`config.mk`:
```
export PLATFORM = sky130hd
export DESIGN_NAME = sram_bridge
export DESIGN_NICKNAME = d
export VERILOG_FILES = /design/src/rtl/sram_bridge_pkg.sv /design/src/rtl/sram_phase_timer.sv /design/src/rtl/sram_read_capture.sv /design/src/rtl/sram_bridge.sv
export SDC_FILE = /design/constraint.sdc
export NUM_CORES = 1
export LEC_CHECK = 0
export BUFFER_PORTS_ARGS = -buffer_cell sky130_fd_sc_hd__buf_2
export CAP_MARGIN = 25
export CORE_UTILIZATION = 45
export DETAILED_ROUTE_END_ITERATION = 16
export PLACE_DENSITY_LB_ADDON = 0.2
export SETUP_SLACK_MARGIN = 0.1
export SYNTH_ARGS = -nofsm -noshare
export SYNTH_HDL_FRONTEND = slang
export SYNTH_HIERARCHICAL = 1
export SYNTH_SLANG_ARGS = --single-unit
export TNS_END_PERCENT = 10
```
`constraint.sdc`:
```
create_clock -name clk -period 4.55 [get_ports clk]
set_input_delay 0.91 -clock clk [delete_from_list [all_inputs] [get_ports clk]]
set_output_delay 0.91 -clock clk [all_outputs]
set_load 0.01 [all_outputs]
```
`src/rtl/sram_bridge_pkg.sv`:
```
`timescale 1ns/1ps
package sram_bridge_pkg;

   typedef enum logic [2:0] {
      ST_IDLE,
      ST_READ,
      ST_RREL,
      ST_WRITE,
      ST_WHOLD
   } bridge_state_t;

   function automatic int unsigned ns_to_cycles(input int unsigned t_ns,
                                                input int unsigned period_ns);
      int unsigned c;
      c = (t_ns + period_ns - 1) / period_ns;
      return (c == 0) ? 1 : c;
   endfunction

   function automatic int unsigned umax(input int unsigned a, input int unsigned b);
      return (a > b) ? a : b;
   endfunction

endpackage

```
`src/rtl/sram_phase_timer.sv`:
```
`timescale 1ns/1ps
module sram_phase_timer #(
   parameter int unsigned MAX_CYC = 4,
   localparam int unsigned CW = (MAX_CYC < 2) ? 1 : $clog2(MAX_CYC)
) (
   input  logic          clk,
   input  logic          rst_n,
   input  logic          load,
   input  logic [CW-1:0] load_val,
   output logic          done
);

   generate
      if (MAX_CYC <= 1) begin : g_single
         // every phase is one cycle: nothing to count
         logic unused_in;
         assign unused_in = ^{load, load_val, clk, rst_n};
         assign done      = 1'b1;
      end else begin : g_count
         logic [CW-1:0] cnt;

         always_ff @(posedge clk or negedge rst_n) begin
            if (!rst_n)             cnt <= '0;
            else if (load)          cnt <= load_val;
            else if (cnt != '0)     cnt <= cnt - 1'b1;
         end

         assign done = (cnt == '0);

         assert_timer_step_R9: assert property (@(posedge clk) disable iff (!rst_n)
            (!load && cnt != '0) |=> (cnt == $past(cnt) - 1'b1));
      end
   endgenerate

endmodule

```
`src/rtl/sram_read_capture.sv`:
```
`timescale 1ns/1ps
module sram_read_capture #(
   parameter int unsigned DATA_W = 8
) (
   input  logic              clk,
   input  logic              rst_n,
   input  logic              capture,
   input  logic [DATA_W-1:0] dq_in,
   output logic              rd_valid,
   output logic [DATA_W-1:0] rd_data
);

   always_ff @(posedge clk or negedge rst_n) begin
      if (!rst_n) begin
         rd_valid <= 1'b0;
         rd_data  <= '0;
      end else begin
         rd_valid <= capture;
         if (capture) rd_data <= dq_in;
      end
   end

   assert_rd_single_R3: assert property (@(posedge clk) disable iff (!rst_n)
      rd_valid |=> !rd_valid);

endmodule

```
`src/rtl/sram_bridge.sv`:
```
`timescale 1ns/1ps
module sram_bridge
   import sram_bridge_pkg::*;
#(
   parameter int unsigned ADDR_W        = 15,
   parameter int unsigned DATA_W        = 8,
   parameter int unsigned CLK_PERIOD_NS = 4,
   parameter int unsigned T_ACCESS_NS   = 10,
   parameter int unsigned T_RCYCLE_NS   = 10,
   parameter int unsigned T_WPULSE_NS   = 9,
   parameter int unsigned T_WCYCLE_NS   = 10,
   parameter int unsigned T_DSETUP_NS   = 6,
   parameter int unsigned T_HIZ_NS      = 8
) (
   input  logic              clk,
   input  logic              rst_n,
   input  logic              req_valid,
   input  logic              req_write,
   input  logic [ADDR_W-1:0] req_addr,
   input  logic [DATA_W-1:0] req_wdata,
   output logic              req_ready,
   output logic              rd_valid,
   output logic [DATA_W-1:0] rd_data,
   output logic              wr_done,
   output logic [ADDR_W-1:0] mem_addr,
   output logic              mem_cs_n,
   output logic              mem_we_n,
   output logic              mem_oe_n,
   output logic [DATA_W-1:0] mem_dq_out,
   output logic              mem_dq_oe,
   input  logic [DATA_W-1:0] mem_dq_in
);

   localparam int unsigned RD_CYC   = ns_to_cycles(umax(T_ACCESS_NS, T_RCYCLE_NS), CLK_PERIOD_NS);
   localparam int unsigned WR_CYC   = ns_to_cycles(umax(umax(T_WPULSE_NS, T_WCYCLE_NS), T_DSETUP_NS),
                                                   CLK_PERIOD_NS);
   localparam int unsigned TURN_CYC = ns_to_cycles(T_HIZ_NS, CLK_PERIOD_NS);
   localparam int unsigned MAX_CYC  = umax(umax(RD_CYC, WR_CYC), TURN_CYC);
   localparam int unsigned CW       = (MAX_CYC < 2) ? 1 : $clog2(MAX_CYC);

   generate
      if (ADDR_W < 1 || DATA_W < 1) begin : g_bad_width
         $error("sram_bridge: address and data widths must be non-zero");
      end
      if (CLK_PERIOD_NS == 0) begin : g_bad_period
         $error("sram_bridge: clock period must be non-zero");
      end
      if (TURN_CYC > 200) begin : g_bad_turn
         $error("sram_bridge: bus release window too long for the guard counter");
      end
   endgenerate

   bridge_state_t state;
   logic [ADDR_W-1:0] addr_q;
   logic [DATA_W-1:0] wdata_q;
   logic              t_load;
   logic [CW-1:0]     t_val;
   logic              t_done;
   logic              cap_en;

   // phase timer loads
   always_comb begin
      t_load = 1'b0;
      t_val  = '0;
      if (state == ST_IDLE && req_valid) begin
         t_load = 1'b1;
         t_val  = req_write ? CW'(WR_CYC - 1) : CW'(RD_CYC - 1);
      end else if (state == ST_READ && t_done) begin
         t_load = 1'b1;
         t_val  = CW'(TURN_CYC - 1);
      end
   end

   sram_phase_timer #(.MAX_CYC(MAX_CYC)) i_timer (
      .clk      (clk),
      .rst_n    (rst_n),
      .load     (t_load),
      .load_val (t_val),
      .done     (t_done)
   );

   always_ff @(posedge clk or negedge rst_n) begin
      if (!rst_n) begin
         state   <= ST_IDLE;
         addr_q  <= '0;
         wdata_q <= '0;
         wr_done <= 1'b0;
      end else begin
         wr_done <= (state == ST_WRITE) && t_done;
         unique case (state)
            ST_IDLE: if (req_valid) begin
               addr_q  <= req_addr;
               wdata_q <= req_wdata;
               state   <= req_write ? ST_WRITE : ST_READ;
            end
            ST_READ:  if (t_done) state <= ST_RREL;
            ST_RREL:  if (t_done) state <= ST_IDLE;
            ST_WRITE: if (t_done) state <= ST_WHOLD;
            ST_WHOLD: state <= ST_IDLE;
            default:  state <= ST_IDLE;
         endcase
      end
   end

   assign cap_en = (state == ST_READ) && t_done;

   sram_read_capture #(.DATA_W(DATA_W)) i_capture (
      .clk      (clk),
      .rst_n    (rst_n),
      .capture  (cap_en),
      .dq_in    (mem_dq_in),
      .rd_valid (rd_valid),
      .rd_data  (rd_data)
   );

   // pin decode straight from the state register
   assign req_ready  = (state == ST_IDLE);
   assign mem_cs_n   = !((state == ST_READ) || (state == ST_WRITE));
   assign mem_oe_n   = (state != ST_READ);
   assign mem_we_n   = (state != ST_WRITE);
   assign mem_dq_oe  = (state == ST_WRITE) || (state == ST_WHOLD);
   assign mem_addr   = addr_q;
   assign mem_dq_out = wdata_q;

   // cycles since the RAM outputs were last enabled, for the release check
   logic [7:0] oe_gap;
   always_ff @(posedge clk or negedge rst_n) begin
      if (!rst_n)              oe_gap <= 8'd255;
      else if (!mem_oe_n)      oe_gap <= 8'd0;
      else if (oe_gap != 8'd255) oe_gap <= oe_gap + 8'd1;
   end

   assert_idle_released_R1: assert property (@(posedge clk) disable iff (!rst_n)
      req_ready |-> (mem_cs_n && mem_we_n && mem_oe_n && !mem_dq_oe));

   assert_addr_stable_R2: assert property (@(posedge clk) disable iff (!rst_n)
      (!mem_cs_n && $past(!mem_cs_n)) |-> $stable(mem_addr));

   assert_rd_from_access_R3: assert property (@(posedge clk) disable iff (!rst_n)
      rd_valid |-> $past(!mem_oe_n));

   assert_wr_drive_R4: assert property (@(posedge clk) disable iff (!rst_n)
      !mem_we_n |-> (mem_dq_oe && mem_oe_n && !mem_cs_n));

   assert_wr_hold_R5: assert property (@(posedge clk) disable iff (!rst_n)
      $rose(mem_we_n) |-> (mem_dq_oe && mem_cs_n && $stable(mem_dq_out)));

   assert_bus_release_R6: assert property (@(posedge clk) disable iff (!rst_n)
      $rose(mem_dq_oe) |-> (oe_gap >= 8'(TURN_CYC)));

   assert_accept_busy_R7: assert property (@(posedge clk) disable iff (!rst_n)
      (req_valid && req_ready) |=> !req_ready);

   assert_no_contention_R8: assert property (@(posedge clk) disable iff (!rst_n)
      !(mem_dq_oe && !mem_cs_n && !mem_oe_n));

endmodule

```
# [Word level (Yosys, flattened, before mapping)]
# Index checks and enable logic that the tools add are counted.
[totals] inputBits=35 latchBits=0 rom_bits=0 register_bits=38 mem_bits_rw=0 mem_count=0
[op_classes] eq_ne=10 order_cmp=0 muxes=12 n_reduce_logical=12 div=0 n_bitwise=0 n_shift=0 add_sub_neg=1 mul=0
[ops] operator="two-way mux 3 bit" n=4
[ops] operator="one-hot mux 3 bit (4 select lines)" n=1
[ops] operator="two-way mux 2 bit" n=4
[ops] operator="!= test 2 bit, second input constant" n=4
[ops] operator="equality test 3 x 2 -> 1 bit, second input constant" n=2
[ops] operator="AND reduction 4 bit" n=1
[ops] operator="nonzero test 2 bit" n=2
[ops] operator="equality test 3 x 1 -> 1 bit, second input constant" n=1
[ops] operator="equality test 3 bit, second input constant" n=1
[ops] operator="logical AND 1 bit" n=3
[ops] operator="zero test 3 bit" n=1
[ops] operator="two-way mux 1 bit" n=3
[ops] operator="!= test 3 x 1 -> 1 bit, second input constant" n=1
[ops] operator="!= test 3 x 2 -> 1 bit, second input constant" n=1
[ops] operator="zero test 2 bit" n=1
[ops] operator="logical OR 1 bit" n=2
[ops] operator="AND reduction 2 bit" n=1
[ops] operator="subtractor 2 x 1 -> 2 bit, second input constant" n=1
[ops] operator="zero test 1 bit" n=1

# [Longest topological paths before layout]
[depth] word_depth=5 ltp_mapped=6 mapped_depth_nobuf=6

# [Cells and area by module]
# Netlist, hierarchy kept.
[by_module_without_submodules] mod="sram_bridge" instances=1 cells_each=76 area_each_um2=1113.6
[by_module_without_submodules] mod="sram_read_capture" instances=1 cells_each=18 area_each_um2=356.6
[by_module_without_submodules] mod="sram_phase_timer" instances=1 cells_each=12 area_each_um2=113.9

# [Least setup slack after synthesis]
# No wires, ideal clock.
[synth_timing] kind="register -> output" startpoint="reg state[2]" endpoint="out mem_dq_oe" setup_slack_ns=2.619 n_path_buf=1 stages_incl_launch_ff=4 t_arrival_ns=1.021 path_cell_list="dfrtp_1 -> clkbuf_1 -> nand3b_1 -> o21ai_0"
[synth_between] elab_chain_len=2 word_cells_on_any_way=3
[synth_lines] element="from (decl)" line_no="sram_bridge.sv:53" rtl="bridge_state_t state;"
[synth_lines] element="from (signal assigned)" line_no="sram_bridge.sv:94" rtl="state <= req_write ? ST_WRITE : ST_READ;"
[synth_lines] element="equality test 3 x 2 -> 1 bit / equality test 3 bit (equally long branches)" line_no="sram_bridge.sv:121" rtl="assign mem_dq_oe = (state == ST_WRITE) || (state == ST_WHOLD);"
[synth_lines] element="logical OR 1 bit (*)" line_no="sram_bridge.sv:121"
[synth_lines] element="to (decl)" line_no="sram_bridge.sv:30" rtl="output logic mem_dq_oe,"
# Mark *: on every way between the ends. The rest lies on a longest branch, timed or not.

# [Worst setup path in the final report]
[layout_timing] startpoint="reg state[1]" endpoint="out mem_dq_oe"
# The elaborated chain is that of the path after synthesis.

==> impl_metrics.yaml <==
worst_setup_path:
  cp-start-kind: "register"
  cp_max_fo: 12
  crit_type: "register to output port"
  crit_arrival_ps: 1370
  critPathRequiredTime_ps: 3640
  reg2reg_depth: 5
  setup.worst_path.end_class: "output port"
floorplanning:
  start_util_pct: 47.10
  core_mm2: 0.003363
  row_count: 21
  die_h_um: 61.33
  fp.dieW_um: 61.33
  dieArea_mm2: 0.003761
  pin_count: 73
logic_synthesis:
  synthArstFlopShare_pct: 100.0
  synth_cells: 106
  synth_fa_ha_area_share_pct: 0.7899
  yosys-top-cells-count: "dfrtp_1 (38), mux2_2 (23), mux2_4 (8)"
  yosys.area.top_type: "dfrtp_1"
  synth_area_per_cell_um2: 14.94
  synth_edf_count: 0
  ys_dominant_reg_cell: "dfrtp_1"
  synth.most_common_cell: "dfrtp_1"
  synth_area_leaders: "dfrtp_1 (60%), mux2_2 (16%), mux2_4 (7.6%), buf_6 (2.1%), nand2b_1 (1.6%)"
  postSynthNetCount: 142
  netlist_area_mm2: 0.001584
  synth-compound-area-share_pct: 2.844
  synth_top_family_by_area: "multiplexers"
  yosysWarnings: 6
  ys_ff_latch: 38
  synth_xor_area_share_pct: 0.5529
  synth.yosys.seq_area_share_pct: 60.03
  synth_top_area_share_pct: 60.03
  synthMuxAreaShare_pct: 23.93
  yosys.area_share.simple_pct: 8.531
  ys_types: 23
pwr:
  p_clk_share_pct: 12.7
  p_int_mw: 0.9281
  combPwrFrac_pct: 44.1
  p_per_area_mw_per_mm2: 698.2
  switchingPower_mw: 0.4915
  p_leak_nw: 1.005
  p_seq_share_pct: 43.2
  ir_drop_v: 0.0003309
  sw_frac_of_total_pct: 34.62
finish:
  antenna_cells: 0
  drive_above_1_share_pct: 63.54
  area_growth_pct: 28.36
  nets: 216
  fin_util_pct: 60.45
sta:
  drv_slew: 0
  post-route-min-period_ps: 2281
  setup_viol: 0
  tightest_slew_ps: 892.9
  report.final.hold_viol_count: 0
  max_clock_freq_mhz: 438.4
  rsz0062_at_grt: "no"
  setup_tns_ps: 0
  finalCritPeriodShare_pct: 50.13
  clock_skew_ps: 6.672
  timing.slew.headroom_pct: 40.15
route:
  vias: 1093
  first_pass_iters: 4
  route.detailed.drc: 0
  antenna_left: 0
  wl_um: 2794
  routedWlPerCell_um: 12.31
  drt_iter0_markers: 19
  drt-vias-per-instance: 4.815
clock_tree:
  ctsHoldBuffers: 0
  numCtsBuffers: 5
  cts_setup_buffers: 0
  htreeDepth: 2
  cts_buffer_depth: 2
  cts_root_buf: "clkbuf_4"
  cts_num_sinks: 38
  clk_pin_slew_worst_paths_ps: 110
  insertion_delay_ps: 320
  cts_tree: "done"
  ctsResizeCount: 0
placed_design:
  gp_congestion: 0.7352
  port_buffers: 72
  dp_hpwl_um: 2012
global_route:
  grt_pass1_wl_um: 4305
  antenna_found_initial: 0
  grt_usage_pct: 16.17
  grt_start_max_net_pins: 39
  grt_overflow: 0
  grt_pass1_vias: 981
worst_hold_path:
  hold_path.class: "register to register"
  holdPathStages: 1
flow_run:
  drv_cap: 0
run_status:
  outcome: "finished, final reports clean"
==> critical path, cell delays in order, from the launching register on <==
cell and delay (ps):
dfrtp_1 540, nand2b_1 210, o21ai_0 150, buf_2 150
==> per-stage QoR <==
step / setup WS (ps) / power (mW) / instance area, um^2 / hold slack (ps) / instances
final: 2269 / 1.420 / 2033 / 512.0 / 227
after global routing: 2167 / 1.540 / 2033 / 533.9 / 227
after CTS: 2261 / 1.440 / 2033 / 517.5 / 227
after detailed placement: 2459 / 1.257 / 1969 / 490.6 / 219
after global placement: 2528 / 1.227 / 1969 / 483.7 / 219
after floorplan: 2619 / 1.028 / 1584 / 548.8 / 106
==> registers in the layout (all words and copies together), names as in the netlist <==
register and flops:
wr_done 1, state 3, mem_addr 15, i_timer/g_count.cnt 2
i_capture/rd_valid 1, mem_dq_out 8, i_capture/rd_data 8
==> per-layer routing <==
layer  vias up  track usage [%]  wire (um)  share of wire, %
li1        517                -          -                 -
met1       521            20.88       1225                44
met2        51            25.93       1341                48
met3         4            3.782        190               6.8
met4         0            7.619         37               1.3
met5         -                0          0                 0
==> layout make-up <==
type / count / area (um^2)
sequential: 38 / 950.9
multi-input combinational: 60 / 585.6
clock inverter: 2 / 12.51
tap: 46 / 57.56
clock buffer: 6 / 51.30
timing repair buffer: 73 / 367.9
inverter: 2 / 7.507
fill: 304 / 1330
==> final timing paths <==
| path | startpoint | to | slack [ps] |
|---|---|---|---|
| max | state[1] | mem_dq_oe | 2270 |
| min | mem_addr[6] | mem_addr[6] | 510 |
| max reg2reg | i_timer/g_count.cnt[0] | i_capture/rd_data[2] | 2450 |
| min reg2reg | mem_addr[6] | mem_addr[6] | 510 |
| max in group asynchronous | rst_n | mem_dq_out[2] | 3390 |
| min in group asynchronous | rst_n | i_capture/rd_data[6] | 660 |
==> cells in the final DEF, fill, tap and decap left out, types with 2 or more instances in the layout <==
master    Yosys  routed
nor3b_1       2       2
buf_2         0      72
nand2_1       3       3
nand3b_1      2       2
nor3_1        3       2
mux2_2       23      23
dfrtp_1      38      38
o21ai_0       2       2
nor2_1        2       2
inv_1         2       2
clkbuf_4      0       5
a21oi_1       2       2
mux2_4        8       8
nand2b_1      4       4
==> power groups by stage <==
stage                     clock network [mW]  logic (mW)  registers, mW
after global placement                     0       0.617          0.611
after detailed placement                   0       0.635          0.621
after CTS                              0.189       0.636          0.616
after global routing                   0.207       0.694          0.640
final                                  0.180       0.626          0.613
after floorplan                            0       0.364          0.664
==> kinds of logic (layout without fill, tap and decap cells) <==
kind of cell | after synthesis | count (layout)
muxes | 31 | 31
xor gates and xnor gates | 1 | 1
DFF | 38 | 38
buffers and inverters | 8 | 83
adders and majority gates | 1 | 1
and+or+nand+nor | 20 | 20
AOI/OAI and AO/OA | 7 | 7
No activity file was read; power rests on OpenSTA's default activity.
